==> src/rtl/xlate_pkg.sv <==
package xlate_pkg;
  typedef enum logic [1:0] {
    W_IDLE,
    W_FRAME,
    W_OWNER,
    W_RESP
  } walk_state_e;

  localparam int PERM_RD_BIT = 0;
  localparam int PERM_WR_BIT = 1;
  localparam int PERM_W      = 2;
endpackage

==> src/rtl/xlate_cfg_regs.sv <==
module xlate_cfg_regs #(
  parameter int AW = 32
) (
  input  logic          clk,
  input  logic          rst,
  input  logic          cfg_we,
  input  logic          cfg_sel,
  input  logic [AW-1:0] cfg_wdata,
  output logic [AW-1:0] tbl_base,
  output logic [AW-1:0] tbl_size
);
  always_ff @(posedge clk) begin
    if (rst) begin
      tbl_base <= '0;
      tbl_size <= '0;
    end else if (cfg_we) begin
      if (cfg_sel) tbl_size <= cfg_wdata;
      else         tbl_base <= cfg_wdata;
    end
  end
endmodule

==> src/rtl/xlate_entry_calc.sv <==
module xlate_entry_calc #(
  parameter int AW          = 32,
  parameter int PAGE_BITS   = 12,
  parameter int ENTRY_BYTES = 8
) (
  input  logic [AW-1:0] vaddr,
  input  logic [AW-1:0] tbl_base,
  input  logic [AW-1:0] tbl_size,
  output logic          in_range,
  output logic [AW-1:0] entry_addr
);
  localparam int ES = $clog2(ENTRY_BYTES);
  localparam int IW = AW - PAGE_BITS;

  logic [IW-1:0] page_idx;
  logic [AW-1:0] idx_wide;
  logic [AW-1:0] n_entries;
  logic [AW-1:0] base_low;

  assign page_idx   = vaddr[AW-1:PAGE_BITS];
  assign idx_wide   = {{PAGE_BITS{1'b0}}, page_idx};
  assign n_entries  = tbl_size >> ES;
  assign in_range   = (idx_wide < n_entries);
  assign base_low   = {1'b0, tbl_base[AW-2:0]};
  assign entry_addr = base_low + (idx_wide << ES);
endmodule

==> src/rtl/xlate_walk_fsm.sv <==
module xlate_walk_fsm
  import xlate_pkg::*;
#(
  parameter int AW         = 32,
  parameter int PAGE_BITS  = 12,
  parameter int WORD_BYTES = 4
) (
  input  logic              clk,
  input  logic              rst,
  input  logic              req_valid,
  input  logic [AW-1:0]     req_addr,
  output logic              req_ready,
  input  logic              in_range,
  input  logic [AW-1:0]     entry_addr,
  output logic              mem_req,
  output logic [AW-1:0]     mem_addr,
  input  logic              mem_rvalid,
  input  logic [AW-1:0]     mem_rdata,
  input  logic              mem_rerr,
  output logic              rsp_valid,
  output logic              rsp_fault,
  output logic [PERM_W-1:0] rsp_perm,
  output logic [AW-1:0]     rsp_paddr
);
  walk_state_e          state;
  logic [PAGE_BITS-1:0] off_q;
  logic [AW-1:0]        frame_q;
  logic                 err_q;
  logic                 accept;
  logic                 bad;

  assign req_ready = (state == W_IDLE);
  assign accept    = req_valid && req_ready;
  assign bad       = err_q || mem_rerr;

  always_ff @(posedge clk) begin
    if (rst) begin
      state     <= W_IDLE;
      off_q     <= '0;
      frame_q   <= '0;
      err_q     <= 1'b0;
      mem_req   <= 1'b0;
      mem_addr  <= '0;
      rsp_valid <= 1'b0;
      rsp_fault <= 1'b0;
      rsp_perm  <= '0;
      rsp_paddr <= '0;
    end else begin
      mem_req   <= 1'b0;
      rsp_valid <= 1'b0;
      case (state)
        W_IDLE: begin
          if (req_valid) begin
            off_q <= req_addr[PAGE_BITS-1:0];
            if (in_range) begin
              mem_addr <= entry_addr;
              mem_req  <= 1'b1;
              state    <= W_FRAME;
            end else begin
              rsp_fault <= 1'b1;
              rsp_perm  <= '0;
              rsp_paddr <= '0;
              rsp_valid <= 1'b1;
              state     <= W_RESP;
            end
          end
        end
        W_FRAME: begin
          if (mem_rvalid) begin
            frame_q  <= mem_rdata;
            err_q    <= mem_rerr;
            mem_addr <= mem_addr + AW'(WORD_BYTES);
            mem_req  <= 1'b1;
            state    <= W_OWNER;
          end
        end
        W_OWNER: begin
          if (mem_rvalid) begin
            rsp_valid <= 1'b1;
            rsp_fault <= bad;
            if (bad) begin
              rsp_perm  <= '0;
              rsp_paddr <= '0;
            end else begin
              rsp_perm[PERM_RD_BIT] <= 1'b1;
              rsp_perm[PERM_WR_BIT] <= 1'b1;
              rsp_paddr <= {frame_q[AW-1:PAGE_BITS], off_q};
            end
            state <= W_RESP;
          end
        end
        default: begin
          state <= W_IDLE;
        end
      endcase
    end
  end

  // a fault never carries an address or permission
  assert_fault_clean_R6: assert property (@(posedge clk) disable iff (rst)
    (rsp_valid && rsp_fault) |-> (rsp_paddr == '0 && rsp_perm == '0));

  // success grants read and write
  assert_ok_perm_R7: assert property (@(posedge clk) disable iff (rst)
    (rsp_valid && !rsp_fault) |-> (rsp_perm == 2'b11));

  // never ready while a response is being presented
  assert_busy_rsp_R8: assert property (@(posedge clk) disable iff (rst)
    rsp_valid |-> !req_ready);

  // the response strobe lasts one cycle
  assert_rsp_pulse_R9: assert property (@(posedge clk) disable iff (rst)
    rsp_valid |=> !rsp_valid);

  // memory request strobe lasts one cycle
  assert_req_pulse_R5: assert property (@(posedge clk) disable iff (rst)
    mem_req |=> !mem_req);

  // an out-of-range request issues no read
  assert_oob_no_read_R3: assert property (@(posedge clk) disable iff (rst)
    (accept && !in_range) |=> (!mem_req && rsp_valid && rsp_fault));
endmodule

==> src/rtl/dma_xlate_walker.sv <==
module dma_xlate_walker
  import xlate_pkg::*;
#(
  parameter int AW          = 32,
  parameter int PAGE_BITS   = 12,
  parameter int ENTRY_BYTES = 8,
  parameter int WORD_BYTES  = 4
) (
  input  logic              clk,
  input  logic              rst,
  input  logic              cfg_we,
  input  logic              cfg_sel,
  input  logic [AW-1:0]     cfg_wdata,
  input  logic              req_valid,
  output logic              req_ready,
  input  logic [AW-1:0]     req_addr,
  output logic              rsp_valid,
  output logic              rsp_fault,
  output logic [PERM_W-1:0] rsp_perm,
  output logic [AW-1:0]     rsp_paddr,
  output logic              mem_req,
  output logic [AW-1:0]     mem_addr,
  input  logic              mem_rvalid,
  input  logic [AW-1:0]     mem_rdata,
  input  logic              mem_rerr
);
  logic [AW-1:0] tbl_base;
  logic [AW-1:0] tbl_size;
  logic          in_range;
  logic [AW-1:0] entry_addr;

  xlate_cfg_regs #(.AW(AW)) u_cfg (
    .clk       (clk),
    .rst       (rst),
    .cfg_we    (cfg_we),
    .cfg_sel   (cfg_sel),
    .cfg_wdata (cfg_wdata),
    .tbl_base  (tbl_base),
    .tbl_size  (tbl_size)
  );

  xlate_entry_calc #(
    .AW          (AW),
    .PAGE_BITS   (PAGE_BITS),
    .ENTRY_BYTES (ENTRY_BYTES)
  ) u_calc (
    .vaddr      (req_addr),
    .tbl_base   (tbl_base),
    .tbl_size   (tbl_size),
    .in_range   (in_range),
    .entry_addr (entry_addr)
  );

  xlate_walk_fsm #(
    .AW         (AW),
    .PAGE_BITS  (PAGE_BITS),
    .WORD_BYTES (WORD_BYTES)
  ) u_fsm (
    .clk        (clk),
    .rst        (rst),
    .req_valid  (req_valid),
    .req_addr   (req_addr),
    .req_ready  (req_ready),
    .in_range   (in_range),
    .entry_addr (entry_addr),
    .mem_req    (mem_req),
    .mem_addr   (mem_addr),
    .mem_rvalid (mem_rvalid),
    .mem_rdata  (mem_rdata),
    .mem_rerr   (mem_rerr),
    .rsp_valid  (rsp_valid),
    .rsp_fault  (rsp_fault),
    .rsp_perm   (rsp_perm),
    .rsp_paddr  (rsp_paddr)
  );
endmodule

==> config.mk <==
export PLATFORM = sky130hd
export DESIGN_NAME = dma_xlate_walker
export DESIGN_NICKNAME = d
export VERILOG_FILES = /design/src/rtl/xlate_pkg.sv /design/src/rtl/xlate_cfg_regs.sv /design/src/rtl/xlate_entry_calc.sv /design/src/rtl/xlate_walk_fsm.sv /design/src/rtl/dma_xlate_walker.sv
export SDC_FILE = /design/constraint.sdc
export NUM_CORES = 1
export LEC_CHECK = 0
export BUFFER_PORTS_ARGS = -buffer_cell sky130_fd_sc_hd__buf_2
export CORE_MARGIN = 10
export CORE_UTILIZATION = 50
export CTS_CLUSTER_DIAMETER = 50
export DETAILED_ROUTE_END_ITERATION = 10
export PLACE_DENSITY = 0.74
export SYNTH_ARGS = -nofsm -noshare
export SYNTH_HDL_FRONTEND = slang
export SYNTH_SLANG_ARGS = --single-unit
export TNS_END_PERCENT = 30
==> constraint.sdc <==
create_clock -name clk -period 2.7 [get_ports clk]
set_clock_uncertainty 0.05 [all_clocks]
set_input_delay 0.27 -clock clk [delete_from_list [all_inputs] [get_ports clk]]
set_output_delay 0.27 -clock clk [all_outputs]
set_load 0.005 [all_outputs]
==> results.cfg <==
[outcome]
status = finished clean

[finish]
drive_gt1_share_pct = 20.9
diodes = 0
nets = 1396
final_area_sq_mm = 0.0101
num-fill-cells = 1455
regArea_sq_mm = 0.00326
multi_input_area_sq_mm = 0.00463
area.growth.synth_to_final_pct = 23.1
instances_no_fill = 1477

[floorplanning]
die_height_um = 148
dieArea_sq_mm = 0.0219
initial_core_util_pct = 51.3
rows = 46
fp.dieW_um = 148
ios = 173
core_area_sq_mm = 0.0159

[placed_design]
dpl.cell_count = 1443
place.gp.congestion = 0.900
port_buffers = 160
dp_hpwl_um = 17000
place_area_sq_mm = 0.00938
dp_slack_ps = -44.1

[worst_setup_path]
path_cells = ha_1 > fa_1 > a21o_1 > nand4_1 > a21oi_1 > a2111oi_1 > xnor2_1 > o31ai_1 > a311oi_1
crit_family = compound AO/OA/AOI/OAI gates
required_ps = 2930
start_kind = flop
path_max_fanout = 3
cp-end-kind = flop
arrival_ps = 2850
path_class = flop to flop
slowest_delay_ps = 530
critPathSlowestCell = a2111oi_1
crit_buf_inv = 0

[synthesis]
synth.cell_area_sq_mm = 0.00819
syn_inst = 1089
synth_fa_ha_area_share_pct = 6.97
synth_top_family_by_area = simple AND/OR/NAND/NOR gates
postSynthAreaPerCell_sq_um = 7.52
yosysTopAreaCell = dfxtp_1
synth_xor_xnor_area_share_pct = 2.25
synth-simple-area-share_pct = 24.4
synth_nets = 1237
synth_edf_count = 0
ys_async_sr_fraction_pct = 0
ys_types = 67
synth.top_cells.by_area = dfxtp_1 (40%), nand2_1 (13%), a21oi_1 (8.8%)
synth_compound_area_share_pct = 21.1
ys_seq_area_share_pct = 39.9
synth_flop_cell = dfxtp_1
synth_mux_area_share_pct = 0.749
ys_ff_latch = 163
yosysWarningCount = 0
synth_top_cell_area_share_pct = 39.9

[timing]
rsz0062_at_grt = yes
slew_viol_final = 0
finalCriticalPeriod_ps = 2620
setup_slack_ps = 80.3
holdWs_ps = 8.94
period_share_pct = 97.0
setup_violations = 0
worst_pin_slew_ps = 982
fmax_mhz = 382
max-slew-margin-rel_pct = 34.4
hold_violations = 0

[drt]
drtAntennaViolNets = 0
first_iter_violations = 631
routedWlPerCell_um = 15.7
dr.pass1.iters = 5
route.detailed.drc = 0
vias = 8030
wirelength_um = 23200
vias_per_cell = 5.44

[pwr]
power_mw = 8.19
power_density_mw_per_mm2 = 812
seq_power_share_pct = 36.3
ir_drop_v = 0.000520
clkPwrFrac_pct = 30.3
intPower_mw = 5.14
combPwrFrac_pct = 33.4
netSwitchingFraction_pct = 37.3
p_switching_mw = 3.05
p_leak_nw = 4.15

[clock_tree]
clk_path_buf_depth = 2
cts-htree-levels = 4
cts_tree = yes
cts_sinks = 163
ctsHoldBuffers = 0
clkTransAtPathRegs_ps = 80
cts_buffers = 17
cts-root-buf = clkbuf_16
clock_latency_ps = 440

[grt]
grt_start_max_net_pins = 74
grt_pass1_vias = 7533
grt-ovfl-total = 0
grt_pass1_wl_um = 37900
antenna_found_initial = 0
grtUsageTotal_pct = 20.9

[min_path]
hp-class = primary input to flop

[run]
drv_cap = 0
synthesized netlist by cell type, drive strengths merged, types with 5 or more instances:
cell type and instances:
xor2 14, and3 5, nor2b 5, or3 6, a21oi 144, nor2 45, mux2i 5, a21o 13
and2 10, a31oi 6, o21ai 74, nand3 53, o22ai 10, nor4 7, nor3 9, o31ai 6
clkbuf 46, o21a 7, buf 18, xnor2 7, nand2b 8, nand2 286, inv 31, nand4 10
a211oi 11, ha 44, dfxtp 163
repair_timing:
action	4_1_cts	5_1_grt
setup endpoints to repair	0	24
gates resized for setup	0	17
setup buffers	0	2
worst min-delay path, delay by kind of cell:
kind	cells	cell delay (ps)
buf+inv	1	90
compound gates	1	50
simple gates	1	40
cell type report:
cell class | instances | share of cell area, %
clock inverters | 15 | 1.81
repair buffers | 204 | 11.7
inverters | 32 | 1.19
well taps | 216 | 2.68
clock buffers | 17 | 4.22
multi-input cells | 830 | 46.0
flip-flops and latches | 163 | 32.4
power by group through the flow:
stage / clock, mW / combinational, mW / sequential (mW)
finish: 2.48 / 2.73 / 2.97
global route: 2.62 / 3.07 / 3.01
CTS: 2.51 / 2.71 / 2.96
detailed placement: 0 / 2.69 / 3.01
global placement: 0 / 2.66 / 3.00
floorplan: 0 / 1.71 / 2.97
per-layer routing:
| layer | wire (um) | share of wire [%] | GRT usage (%) | vias up |
|---|---|---|---|---|
| met1 | 10800 | 46 | 28.4 | 3653 |
| met5 | 0 | 0 | 0 | - |
| met2 | 10300 | 44 | 31.8 | 274 |
| met4 | 389 | 1.7 | 7.14 | 0 |
| li1 | - | - | - | 4074 |
| met3 | 1700 | 7.3 | 4.64 | 29 |
worst paths after layout:
kind | startpoint | endpoint | slack (ps) | cells past startpoint
setup reg to reg | u_cfg.tbl_base[3]$_SDFFE_PP0P_ | u_fsm.mem_addr[15]$_SDFFE_PP0P_ | 80 | 9
hold / removal | mem_rdata[29] | u_fsm.frame_q[29]$_SDFFE_PP0P_ | 9 | 3
hold reg to reg | u_fsm.rsp_paddr[0]$_SDFFE_PP0P_ | u_fsm.rsp_paddr[0]$_SDFFE_PP0P_ | 400 | 2
setup / recovery | u_cfg.tbl_base[3]$_SDFFE_PP0P_ | u_fsm.mem_addr[15]$_SDFFE_PP0P_ | 80 | 9
per-stage QoR:
stage	setup TNS, ps	util [%]
floorplan	0	-
global placement	-22.5	58.8
detailed placement	-136	58.8
CTS	0	62.6
global route	-100	63.2
finish	0	63.2
cells in the final DEF, fill, tap and decap left out, drive strengths merged, types with 17 or more instances in the layout:
cell	synthesis	layout
nor2	45	45
o21ai	74	74
inv	31	40
a21oi	144	144
buf	18	204
ha	44	44
clkbuf	46	17
nand2	286	286
nand3	53	53
dfxtp	163	163
logic make-up (layout without fill, tap and decap cells):
logic type / after synthesis / in the layout
adders and majority gates: 45 / 45
DFF: 163 / 163
AOI/OAI and AO/OA: 301 / 301
muxes: 6 / 6
xor gates and xnor gates: 21 / 21
and+or+nand+nor: 457 / 457
buffers and inverters: 96 / 268
state kept, by name, summed over array words and instances, names as in the netlist:
signal	count
u_fsm.mem_addr	32
u_fsm.rsp_paddr	32
u_cfg.tbl_base	31
u_cfg.tbl_size	29
u_fsm.frame_q	20
u_fsm.off_q	12
u_fsm.state	2
u_fsm.err_q	1
u_fsm.mem_req	1
u_fsm.rsp_fault	1
u_fsm.rsp_perm	1
u_fsm.rsp_valid	1
Note: power is estimated with default switching activity, not from simulation.
